--- src/rtl/mbf_pkg.sv ---
package mbf_pkg;
  localparam int unsigned HALF_W = 16;
  localparam int unsigned ADDR_W = 2 * HALF_W;

  typedef struct packed {
    logic hi;    // upper-address cycle
    logic lo;    // lower-address cycle, starts an access
    logic sel;   // chip enable active
  } strobe_t;

  function automatic strobe_t decode(input logic ce_n, input logic adv_n, input logic oe_n);
    strobe_t s;
    s.sel = ~ce_n;
    s.hi  = ~ce_n & ~adv_n & ~oe_n;
    s.lo  = ~ce_n & ~adv_n & oe_n;
    return s;
  endfunction
endpackage

--- src/rtl/mbf_addr_regs.sv ---
module mbf_addr_regs
  import mbf_pkg::*;
#(
  parameter int unsigned HW = HALF_W
) (
  input  logic          clk_i,
  input  logic          rst_ni,
  input  strobe_t       stb_i,
  input  logic [HW-1:0] bus_i,
  output logic [2*HW-1:0] addr_o
);
  logic [HW-1:0] hi_q, lo_q;

  always_ff @(posedge clk_i or negedge rst_ni) begin
    if (!rst_ni) begin
      hi_q <= '0;
      lo_q <= '0;
    end else begin
      if (stb_i.hi) hi_q <= bus_i;
      if (stb_i.lo) lo_q <= bus_i;
    end
  end

  assign addr_o = {hi_q, lo_q};

  // upper half persists across low-only accesses
  p_hi_hold_r3: assert property (@(posedge clk_i) disable iff (!rst_ni)
    !stb_i.hi |=> $stable(addr_o[2*HW-1:HW]));
  p_lo_load_r2: assert property (@(posedge clk_i) disable iff (!rst_ni)
    stb_i.lo |=> addr_o[HW-1:0] == $past(bus_i));
endmodule

--- src/rtl/mbf_wait_cnt.sv ---
module mbf_wait_cnt #(
  parameter int unsigned LAT_W = 4
) (
  input  logic             clk_i,
  input  logic             rst_ni,
  input  logic             start_i,
  input  logic [LAT_W-1:0] lat_i,
  output logic             done_o
);
  logic [LAT_W-1:0] cnt_q;

  always_ff @(posedge clk_i or negedge rst_ni) begin
    if (!rst_ni)            cnt_q <= '0;
    else if (start_i)       cnt_q <= '0;
    else if (cnt_q < lat_i) cnt_q <= cnt_q + 1'b1;
  end

  assign done_o = (cnt_q >= lat_i);
endmodule

--- src/rtl/mbf_dir_ctrl.sv ---
module mbf_dir_ctrl
  import mbf_pkg::*;
(
  input  logic    clk_i,
  input  logic    rst_ni,
  input  strobe_t stb_i,
  input  logic    ce_ni,
  input  logic    adv_ni,
  input  logic    oe_ni,
  input  logic    we_ni,
  input  logic    rdy_i,
  input  logic    lat_done_i,
  output logic    act_o,
  output logic    wr_o,
  output logic    start_o,
  output logic    rdy_o,
  output logic    bus_oe_o
);
  logic act_q, wr_q, start_q, seen_q;
  logic rd_live;

  assign rd_live = act_q & ~wr_q;
  assign rdy_o   = rd_live & lat_done_i & rdy_i;
  // no drive during any address cycle
  assign bus_oe_o = rd_live & ~ce_ni & ~oe_ni & adv_ni;

  always_ff @(posedge clk_i or negedge rst_ni) begin
    if (!rst_ni) begin
      act_q   <= 1'b0;
      wr_q    <= 1'b0;
      start_q <= 1'b0;
      seen_q  <= 1'b0;
    end else begin
      start_q <= stb_i.lo;
      if (!stb_i.sel) begin
        act_q <= 1'b0;
      end else if (stb_i.hi) begin
        act_q <= 1'b0;
      end else if (stb_i.lo) begin
        act_q  <= 1'b1;
        wr_q   <= ~we_ni;
        seen_q <= 1'b0;
      end else if (act_q && seen_q && oe_ni) begin
        act_q <= 1'b0;
      end else if (rdy_o) begin
        seen_q <= 1'b1;
      end
    end
  end

  assign act_o   = act_q;
  assign wr_o    = wr_q;
  assign start_o = start_q;

  p_no_drive_addr_r4: assert property (@(posedge clk_i) disable iff (!rst_ni)
    !adv_ni |-> !bus_oe_o);
  p_ce_end_r5: assert property (@(posedge clk_i) disable iff (!rst_ni)
    ce_ni |=> !act_o);
  p_write_quiet_r8: assert property (@(posedge clk_i) disable iff (!rst_ni)
    wr_o |-> (!bus_oe_o && !rdy_o));
  p_start_r2: assert property (@(posedge clk_i) disable iff (!rst_ni)
    stb_i.lo |=> (act_o && start_o));
  p_early_oe_r7: assert property (@(posedge clk_i) disable iff (!rst_ni)
    (act_o && !seen_q && !rdy_o && oe_ni && adv_ni && !ce_ni) |=> act_o);
  p_hi_ends_r1: assert property (@(posedge clk_i) disable iff (!rst_ni)
    stb_i.hi |=> !act_o);
endmodule

--- src/rtl/mux_addr_front.sv ---
module mux_addr_front
  import mbf_pkg::*;
#(
  parameter int unsigned LAT_W = 4
) (
  input  logic              clk_i,
  input  logic              rst_ni,
  input  logic              ce_ni,
  input  logic              adv_ni,
  input  logic              oe_ni,
  input  logic              we_ni,
  input  logic [HALF_W-1:0] bus_i,
  input  logic              rdy_i,
  input  logic [LAT_W-1:0]  lat_i,
  output logic [ADDR_W-1:0] addr_o,
  output logic              acc_active_o,
  output logic              acc_start_o,
  output logic              acc_write_o,
  output logic              rdy_o,
  output logic              bus_oe_o
);
  strobe_t stb;
  logic    lat_done;

  assign stb = decode(ce_ni, adv_ni, oe_ni);

  mbf_addr_regs #(.HW(HALF_W)) u_addr (
    .clk_i  (clk_i),
    .rst_ni (rst_ni),
    .stb_i  (stb),
    .bus_i  (bus_i),
    .addr_o (addr_o)
  );

  mbf_wait_cnt #(.LAT_W(LAT_W)) u_wait (
    .clk_i   (clk_i),
    .rst_ni  (rst_ni),
    .start_i (stb.lo),
    .lat_i   (lat_i),
    .done_o  (lat_done)
  );

  mbf_dir_ctrl u_dir (
    .clk_i      (clk_i),
    .rst_ni     (rst_ni),
    .stb_i      (stb),
    .ce_ni      (ce_ni),
    .adv_ni     (adv_ni),
    .oe_ni      (oe_ni),
    .we_ni      (we_ni),
    .rdy_i      (rdy_i),
    .lat_done_i (lat_done),
    .act_o      (acc_active_o),
    .wr_o       (acc_write_o),
    .start_o    (acc_start_o),
    .rdy_o      (rdy_o),
    .bus_oe_o   (bus_oe_o)
  );

  p_ce_no_drive_r5: assert property (@(posedge clk_i) disable iff (!rst_ni)
    ce_ni |-> !bus_oe_o);
  p_rdy_read_r6: assert property (@(posedge clk_i) disable iff (!rst_ni)
    rdy_o |-> (acc_active_o && !acc_write_o && rdy_i));
endmodule

--- config.mk ---
export PLATFORM = sky130hd
export DESIGN_NAME = mux_addr_front
export DESIGN_NICKNAME = d
export VERILOG_FILES = /design/src/rtl/mbf_pkg.sv /design/src/rtl/mbf_addr_regs.sv /design/src/rtl/mbf_wait_cnt.sv /design/src/rtl/mbf_dir_ctrl.sv /design/src/rtl/mux_addr_front.sv
export SDC_FILE = /design/constraint.sdc
export NUM_CORES = 1
export LEC_CHECK = 0
export ABC_AREA = 1
export CORE_MARGIN = 10
export CORE_UTILIZATION = 60
export DETAILED_ROUTE_END_ITERATION = 16
export DONT_BUFFER_PORTS = 1
export PLACE_DENSITY = 0.76
export SYNTH_ARGS = -nofsm -noshare
export SYNTH_HDL_FRONTEND = slang
export SYNTH_HIERARCHICAL = 1
export SYNTH_SLANG_ARGS = --single-unit
--- constraint.sdc ---
create_clock -name clk_i -period 2.6 [get_ports clk_i]
set_input_delay 0.39 -clock clk_i [delete_from_list [all_inputs] [get_ports clk_i]]
set_output_delay 0.39 -clock clk_i [all_outputs]
set_load 0.005 [all_outputs]
==> impl_metrics.toml, run 1 <==
[timing]
whs_ns = 0.127
period_share_pct = 77.8
tns_ns = 0
fin_crit_ns = 2.02
setup_violations = 0
slew_violations = 0
hold_viol = 0
fmax_mhz = 494
slew_headroom_pct = 68.0
setup_ws_ns = 0.578
clock_skew_ns = 0.00228
tightest_slew_ns = 0.480
rsz0062_at_grt = "no"

[clock_network]
clkSinkCount = 40
clock_tree.buffer_depth = 2
cts_tree = "done"
h-tree-depth = 2
numCtsBuffers = 5
ctsResizeCount = 0
insertion_delay_ns = 0.32
clk_pin_slew_ns = 0.10
cts_setup_buffers = 0
cts-root-buf = "clkbuf_4"

[critical_path]
r2r_start = "u_wait/cnt_q[3]"
timing.rr.end = "u_dir/seen_q"
cp-start-kind = "flop"
slowest_delay_ns = 0.45
critPathCaptureType = "primary output"
cp_max_fo = 5
slowest_stage = "dfrtp_1"
worst-path-buf-inv = 0
rrSetupSlack_ns = 1.11
path_cells = "ha_1 -> nand2_1 -> nand2_4 -> nand2_4 -> nand3_1 -> nand2_1 -> nor2_1"
cp.required_ns = 2.21
cp.arrival_ns = 1.63
crit_type = "reg2out"
rr_worst_depth = 7
cp_top_family = "simple AND/OR/NAND/NOR gates"

[global_routing]
grt.busiest_layer = "met2"
grt_pass1_vias = 1363
grt_use_met3_pct = 6.12
use_met1_pct = 16.2
antenna_found_initial = 0
grt_max_degree = 41
track_usage_pct = 15.2
grt_pass1_wl_mm = 6.56
grt_overflow_total = 0
met2_usage_pct = 26.3

[logic_synthesis]
yosysSeqAreaShare_pct = 54.3
ys_async_sr_fraction_pct = 100
syn_inst = 212
synth_top_flop_cell = "dfrtp_1"
synth_edf_count = 0
synth_nets = 244
avgSynthCellArea_um2 = 8.70
synth_area_um2 = 1840
ys_warn_count = 6
synth.distinct_cells = 19
ys_ff_latch = 40

[die]
pin_count = 64
chipHeight_um = 75.4
placeableCoreArea_um2 = 3000
std_cell_rows = 20
die-area_um2 = 5690
initial_core_util_pct = 61.4
fp.dieW_um = 75.4

[cells_and_area]
n_antenna_cell = 0
fin_nets = 249
final_cell_mix = "nand2_1, dfrtp_1, inv_1"
final_cell_count_no_fill = 250
areaGrowthSynthToFinish_pct = 3.80
layout_commonest_cell = "nand2_1"
drive_above_1_share_pct = 13.8

[place]
gp_congestion = 0.846
dp_hpwl_mm = 3.10
dp.cells = 241
place_ws_ns = 0.928
portBuffers = 0

[drt]
drtIter0Drc = 55
drcViolationCount = 0
avgRoutedWirePerCell_um = 16.5
routed_wl_mm = 4.13
ant_nets = 0
viasPerCell = 5.35
drtPass1Iterations = 4
vias = 1337

[power_and_ir_drop]
total_power_mw = 1.51
p_per_area_nw_per_um2 = 787
vdd_drop_max_v = 0.000446
cellLeakagePower_nw = 1.08

[worst_hold_path]
worstHoldStart = "we_ni"
hp-class = "in2reg"
hold_end = "u_dir/wr_o"
whs_path_depth = 1

[outcome]
outcome = "completed"

[flow_run]
drv_cap = 0
[cell usage after synthesis (2+ instances only)]
cell,count,share of area (%)
inv_2,4,0.81
nand4_1,4,1.4
inv_1,14,2.8
nand3_1,9,2.4
dfrtp_1,40,54
nand2_4,3,1.8
nor2_1,5,1.0
nand2_1,109,22
nand2_2,4,1.4
buf_6,6,3.7
ha_1,5,3.4
inv_6,2,0.95
[final cells by class]
class	instances	area, um2
inverter	21	90.1
tap	33	41.3
clock buffer	6	41.3
multi-input combinational	145	691
fill	258	1090
clock inverter	1	5.00
timing repair buffer	4	45.0
sequential	40	1000
[per-layer routing]
layer | vias to the layer above | share of wire [%]
met1 | 626 | 35
met2 | 60 | 54
met3 | 0 | 12
li1 | 651 | -
met5 | - | 0
met4 | 0 | 0
[cells by family (layout without fill, tap and decap cells)]
kind of cell | count (synthesis) | in the layout | synth area share [%]
adders and majority gates | 5 | 5 | 3.39
AOI/OAI and AO/OA | 3 | 3 | 1.83
xor gates and xnor gates | 1 | 1 | 0.475
buffers and inverters | 27 | 32 | 8.55
DFF | 40 | 40 | 54.3
and+or+nand+nor | 136 | 136 | 31.5
[worst reg2reg max path, cell delays in order (launching register included)]
cell     delay, ns
dfrtp_1       0.43
ha_1          0.35
a21oi_4       0.23
nand3_1       0.11
nand2_1       0.09
inv_1         0.04
nand3_1       0.08
a21oi_2       0.06
[worst max-delay path by stage]
stage / to / startpoint / slack [ns] / depth (start not counted)
after global routing: rdy_o / u_wait/cnt_q[3] / 0.42 / 7
after global placement: rdy_o / lat_i[3] / 0.96 / 8
after CTS: rdy_o / u_wait/cnt_q[3] / 0.53 / 7
after detailed placement: rdy_o / u_wait/cnt_q[3] / 0.93 / 7
final: rdy_o / u_wait/cnt_q[1] / 0.58 / 7
after floorplan: rdy_o / lat_i[3] / 1.04 / 8
[power by group]
part | switching (mW) | leakage, nW | internal (mW)
registers | 0.119 | 0.503 | 0.738
clock network | 0.175 | 0.0281 | 0.0997
logic | 0.228 | 0.547 | 0.147
[state kept, by name, indices dropped and copies added (netlist names)]
name / count
u_dir/wr_o: 1
u_dir/seen_q: 1
u_addr/hi_q: 16
u_addr/lo_q: 16
u_dir/start_o: 1
u_dir/act_o: 1
u_wait/cnt_q: 4
[timing repair]
item	in CTS	in global routing
setup endpoints to repair	0	0
hold endpoints to repair	40	0
hold buffers	2	0
[through the flow]
stage	instance area, um2	util [%]
4_1_cts	1910	63.7
2_1_floorplan	1840	-
5_1_grt	1910	63.7
6_report	1910	63.7
3_3_place_gp	1840	61.2
3_5_place_dp	1840	61.2
Power figures use the tool's default switching activity.
==> run 2: changes to the inputs <==
--- a/config.mk
+++ b/config.mk
@@ -7,10 +7,10 @@
 export LEC_CHECK = 0
 export ABC_AREA = 1
 export CORE_MARGIN = 10
-export CORE_UTILIZATION = 60
+export CORE_UTILIZATION = 55
 export DETAILED_ROUTE_END_ITERATION = 16
 export DONT_BUFFER_PORTS = 1
-export PLACE_DENSITY = 0.76
+export PLACE_DENSITY = 0.73
 export SYNTH_ARGS = -nofsm -noshare
 export SYNTH_HDL_FRONTEND = slang
 export SYNTH_HIERARCHICAL = 1
==> constraint.sdc (replaced) <==
create_clock -name clk_i -period 1.7 [get_ports clk_i]
set_input_delay 0.255 -clock clk_i [delete_from_list [all_inputs] [get_ports clk_i]]
set_output_delay 0.255 -clock clk_i [all_outputs]
set_load 0.005 [all_outputs]
==> run 2 against run 1 <==
Net effect:
- the flow now finishes with violations (setup timing)
- cell count up 12%
- via count up 7.6%
- critical path depth unchanged
- critical path type unchanged
- register-to-register slack worse by 0.81 ns
- die area up 6.6%
- critical endpoint unchanged
- hold slack worse by 0.11 ns
==> impl_metrics.toml, run 2 (synthesized netlist as in run 1, its figures left out) <==
[timing]
hold_viol = 0
fin_crit_ns = 1.73
slew_headroom_pct = 81.4
clock_skew_ns = 0.00227
period_share_pct = 102
rsz0062_at_grt = "yes"
tightest_slew_ns = 0.279
setup_ws_ns = -0.0332
tns_ns = -0.0332
setup_violations = 1
fmax_mhz = 577
slew_violations = 0

[drt]
drtPass1Iterations = 4
avgRoutedWirePerCell_um = 16.5
ant_nets = 0
vias = 1438
drtIter0Drc = 79
viasPerCell = 5.15
drcViolationCount = 0
routed_wl_mm = 4.61

[global_routing]
grt_use_met3_pct = 8.29
use_met1_pct = 15.7
antenna_found_initial = 0
track_usage_pct = 14.9
grt_overflow_total = 0
grt_max_degree = 41
grt_pass1_vias = 1426
met2_usage_pct = 25.0
grt.busiest_layer = "met2"
grt_pass1_wl_mm = 7.31

[cells_and_area]
multi_input_area_um2 = 753
final_cell_mix = "nand2_1, dfrtp_1, inv_1"
seqCellArea_um2 = 1000
top_regs = "u_addr/hi_q (16), u_addr/lo_q (16), u_wait/cnt_q (4)"
fin_util_pct = 69.4
layout_commonest_cell = "nand2_1"
n_fill_cell = 261
n_antenna_cell = 0
fin_nets = 266
fin_area_um2 = 2170
drive_above_1_share_pct = 20.0
areaGrowthSynthToFinish_pct = 17.8

[critical_path]
worst-path-buf-inv = 1
cpMostUsedCell = "nand3_2"
crit_type = "reg2out"
slowest_stage = "dfrtp_1"
critPathCaptureType = "primary output"
cp.required_ns = 1.44
cp_top_family = "flip-flops"
cp-start-kind = "flop"
cp.arrival_ns = 1.48
path_cells = "ha_4 -> nand2_4 -> clkinv_4 -> nand3_2 -> nand3_2 -> nand2_2 -> nor2_4"
slowest_delay_ns = 0.43
cp_max_fo = 2

[power_and_ir_drop]
p_per_area_nw_per_um2 = 1260
total_power_mw = 2.74
vdd_drop_max_v = 0.000928
cellLeakagePower_nw = 1.18

[die]
std_cell_rows = 20
initial_core_util_pct = 59.0
chipHeight_um = 77.9
pin_count = 64
die-area_um2 = 6070
placeableCoreArea_um2 = 3130
fp.dieW_um = 77.9

[clock_network]
insertion_delay_ns = 0.33
clock_tree.buffer_depth = 2
cts-root-buf = "clkbuf_4"
clk_pin_slew_ns = 0.12
cts_tree = "done"
clkSinkCount = 40
h-tree-depth = 2
numCtsBuffers = 5

[outcome]
outcome = "complete, but fails checks"
violations = "setup timing"

[place]
place_ws_ns = 0.183
portBuffers = 0
gp_congestion = 0.874
dp_hpwl_mm = 3.23
placed_cell_area_um2 = 1860

[flow_run]
drv_cap = 0

[worst_hold_path]
hp-class = "in2reg"
-- run 2: cell count changes in the layout (fill, tap and decap cells not counted), moves of 2 or more --
cell | previous run | this run
buf_4 | 2 | 11
nand2_1 | 109 | 107
ha_4 | 0 | 3
nand3_1 | 9 | 7
ha_1 | 5 | 2
dlygate4sd3_1 | 1 | 9
nand3_2 | 0 | 2
-- run 2: timing repair --
item,in CTS,in global routing
gates resized for setup,10,1
endpoints found under the hold margin,41,9
pin swaps,10,1
setup endpoints to repair,1,1
hold buffers,3,7
setup buffers,6,1
-- run 2: path summary, 6_finish.rpt --
check                                   to  slack [ns]       startpoint  depth (start not counted)
hold reg to reg             u_addr/hi_q[3]        0.51   u_addr/hi_q[3]                          2
max in group asynchronous  u_addr/lo_q[13]        1.14           rst_ni                          2
setup reg to reg           u_wait/cnt_q[3]        0.30  u_wait/cnt_q[3]                          9
min in group asynchronous  u_addr/lo_q[11]        0.35           rst_ni                          2
setup / recovery                     rdy_o       -0.03  u_wait/cnt_q[3]                          7
hold / removal              u_addr/lo_q[7]        0.02         bus_i[7]                          2
-- run 2: layer usage --
layer / share of wire (%) / routed length (um)
met2: 51 / 2350
met3: 12 / 531
met4: 1.3 / 61
met1: 36 / 1670
met5: 0 / 0
-- run 2: cell type report --
cell class                      count  area share (%)
Sequential cell                    40            46.1
Multi-Input combinational cell    145            34.7
Timing Repair Buffer               21            8.87
Inverter                           21            4.32
Tap cell                           44            2.53
Clock buffer                        6            1.90
Clock inverter                      2            1.61
-- run 2: power by group --
group          switching, mW  internal, mW
Sequential             0.158          1.13
Clock                  0.298         0.308
Combinational          0.466         0.377
-- run 2: metrics by stage --
stage | hold slack, ns | instances
global placement | -0.0394 | 254
CTS | 0.00408 | 271
finish | 0.0177 | 279
detailed placement | -0.0393 | 254
floorplan | -0.0406 | 212
global route | 0.00282 | 279
==> run 3: changes to the inputs <==
--- a/config.mk
+++ b/config.mk
@@ -7,10 +7,11 @@
 export LEC_CHECK = 0
 export ABC_AREA = 1
 export CORE_MARGIN = 10
-export CORE_UTILIZATION = 55
+export CORE_UTILIZATION = 60
+export CTS_BUF_LIST = sky130_fd_sc_hd__clkbuf_8
 export DETAILED_ROUTE_END_ITERATION = 16
 export DONT_BUFFER_PORTS = 1
-export PLACE_DENSITY = 0.73
+export PLACE_DENSITY = 0.76
 export SYNTH_ARGS = -nofsm -noshare
 export SYNTH_HDL_FRONTEND = slang
 export SYNTH_HIERARCHICAL = 1
==> constraint.sdc (replaced) <==
create_clock -name clk_i -period 2 [get_ports clk_i]
set_input_delay 0.3 -clock clk_i [delete_from_list [all_inputs] [get_ports clk_i]]
set_output_delay 0.3 -clock clk_i [all_outputs]
set_load 0.005 [all_outputs]
==> run 3 against run 2 <==
Net effect:
- the run now ends clean
- sequential power fell by 14%
- global-route usage fell by 0.14 points
- non-clock buffer count fell by 16
- routed wire length fell by 11%
- design area fell by 8.7%
- cell count fell by 9.7%
- largest cell class unchanged
- highest routed layer unchanged
==> impl_metrics.toml, run 3 (synthesized netlist as in run 1, its figures left out) <==
[global_routing]
grt_overflow_total = 0
grt_pass1_wl_mm = 6.42
grt_pass1_vias = 1328
antenna_found_initial = 0
grt_max_degree = 41
track_usage_pct = 14.8

[cells_and_area]
final_cell_mix = "nand2_1, dfrtp_1, inv_1"
multi_input_area_um2 = 691
seqCellArea_um2 = 1000
fin_util_pct = 66.0
fin_area_um2 = 1980
final_cell_count_no_fill = 252
drive_above_1_share_pct = 14.6
fin_nets = 250
n_antenna_cell = 0
layout_commonest_cell = "nand2_1"
areaGrowthSynthToFinish_pct = 7.53
top_regs = "u_addr/hi_q (16), u_addr/lo_q (16), u_wait/cnt_q (4)"
n_fill_cell = 257

[critical_path]
timing.rr.end = "u_dir/seen_q"
cp.required_ns = 1.70
cp.arrival_ns = 1.55
rrSetupSlack_ns = 0.55
crit_type = "reg2out"
cp-start-kind = "flop"
rr_worst_depth = 9
r2r_start = "u_wait/cnt_q[1]"
critPathCaptureType = "primary output"
cp_max_fo = 5

[clock_network]
h-tree-depth = 2
cts_setup_buffers = 0
clock_tree.buffer_depth = 2
cts_tree = "done"
cts-root-buf = "clkbuf_8"
clkSinkCount = 40
numCtsBuffers = 5
ctsResizeCount = 0
insertion_delay_ns = 0.28
clk_pin_slew_ns = 0.07

[power_and_ir_drop]
total_power_mw = 2.22
vdd_drop_max_v = 0.000632
cellLeakagePower_nw = 1.11
p_per_area_nw_per_um2 = 1120

[die]
initial_core_util_pct = 61.4
pin_count = 64
fp.dieW_um = 75.4
die-area_um2 = 5690
placeableCoreArea_um2 = 3000
chipHeight_um = 75.4
std_cell_rows = 20

[timing]
fin_crit_ns = 1.85
fmax_mhz = 539
tightest_slew_ns = 0.281
rsz0062_at_grt = "no"
tns_ns = 0
slew_violations = 0
slew_headroom_pct = 81.1
setup_ws_ns = 0.146
hold_viol = 0
period_share_pct = 92.7
clock_skew_ns = 0.00288
whs_ns = 0.0860
setup_violations = 0

[flow_run]
drv_cap = 0

[drt]
ant_nets = 0
avgRoutedWirePerCell_um = 16.3
drtIter0Drc = 95
viasPerCell = 5.38
drtPass1Iterations = 4
routed_wl_mm = 4.11
vias = 1355
drcViolationCount = 0

[place]
place_ws_ns = 0.445
dp_hpwl_mm = 3.12
portBuffers = 0
placed_cell_area_um2 = 1850
dp.cells = 242
gp_congestion = 0.929

[worst_hold_path]
hold_end = "u_dir/wr_o"
worstHoldStart = "we_ni"
whs_path_depth = 1
hp-class = "in2reg"

[outcome]
outcome = "completed"
==> run 3: per-layer routing <==
layer  routed length [um]  part of all wire (%)  track usage, %  up-vias
li1                     -                     -               -      657
met4                   29                  0.71            4.74        0
met1                 1440                    35            15.7      633
met5                    0                     0               0        -
met3                  535                    13            7.16        4
met2                 2110                    51            25.1       61
==> run 3: what timing repair did <==
item,CTS,global route
endpoints found under the setup margin,0,0
endpoints found under the hold margin,40,0
hold buffers,2,0
==> run 3: final cells by class <==
class | instances | share of cell area (%)
clock buffers | 5 | 3.47
well taps | 33 | 2.08
clock inverters | 3 | 1.96
multi-input cells | 145 | 34.8
inverters | 21 | 4.54
flip-flops and latches | 40 | 50.5
repair buffers | 5 | 2.65
==> run 3: power by group <==
group          total, mW  internal [mW]  switching [mW]  leakage [nW]
Sequential          1.11          0.961           0.147         0.503
Combinational      0.485          0.192           0.294         0.552
Clock              0.625          0.365           0.260        0.0593
==> run 3: worst max-delay path by stage <==
stage / from / endpoint / slack, ns
finish: u_wait/cnt_q[1] / rdy_o / 0.15
global route: u_wait/cnt_q[0] / rdy_o / 0.01
CTS: u_wait/cnt_q[1] / rdy_o / 0.12
detailed placement: u_wait/cnt_q[1] / rdy_o / 0.45
global placement: u_wait/cnt_q[3] / rdy_o / 0.47
floorplan: u_wait/cnt_q[3] / rdy_o / 0.55
==> run 3: worst max-delay path, stage by stage, from the launching register on <==
cell and delay (ns):
dfrtp_1 0.44, ha_1 0.32, nand2_1 0.09, nand2_4 0.07
nand2_4 0.07, nand3_1 0.07, nand2_1 0.06, nor2_1 0.15
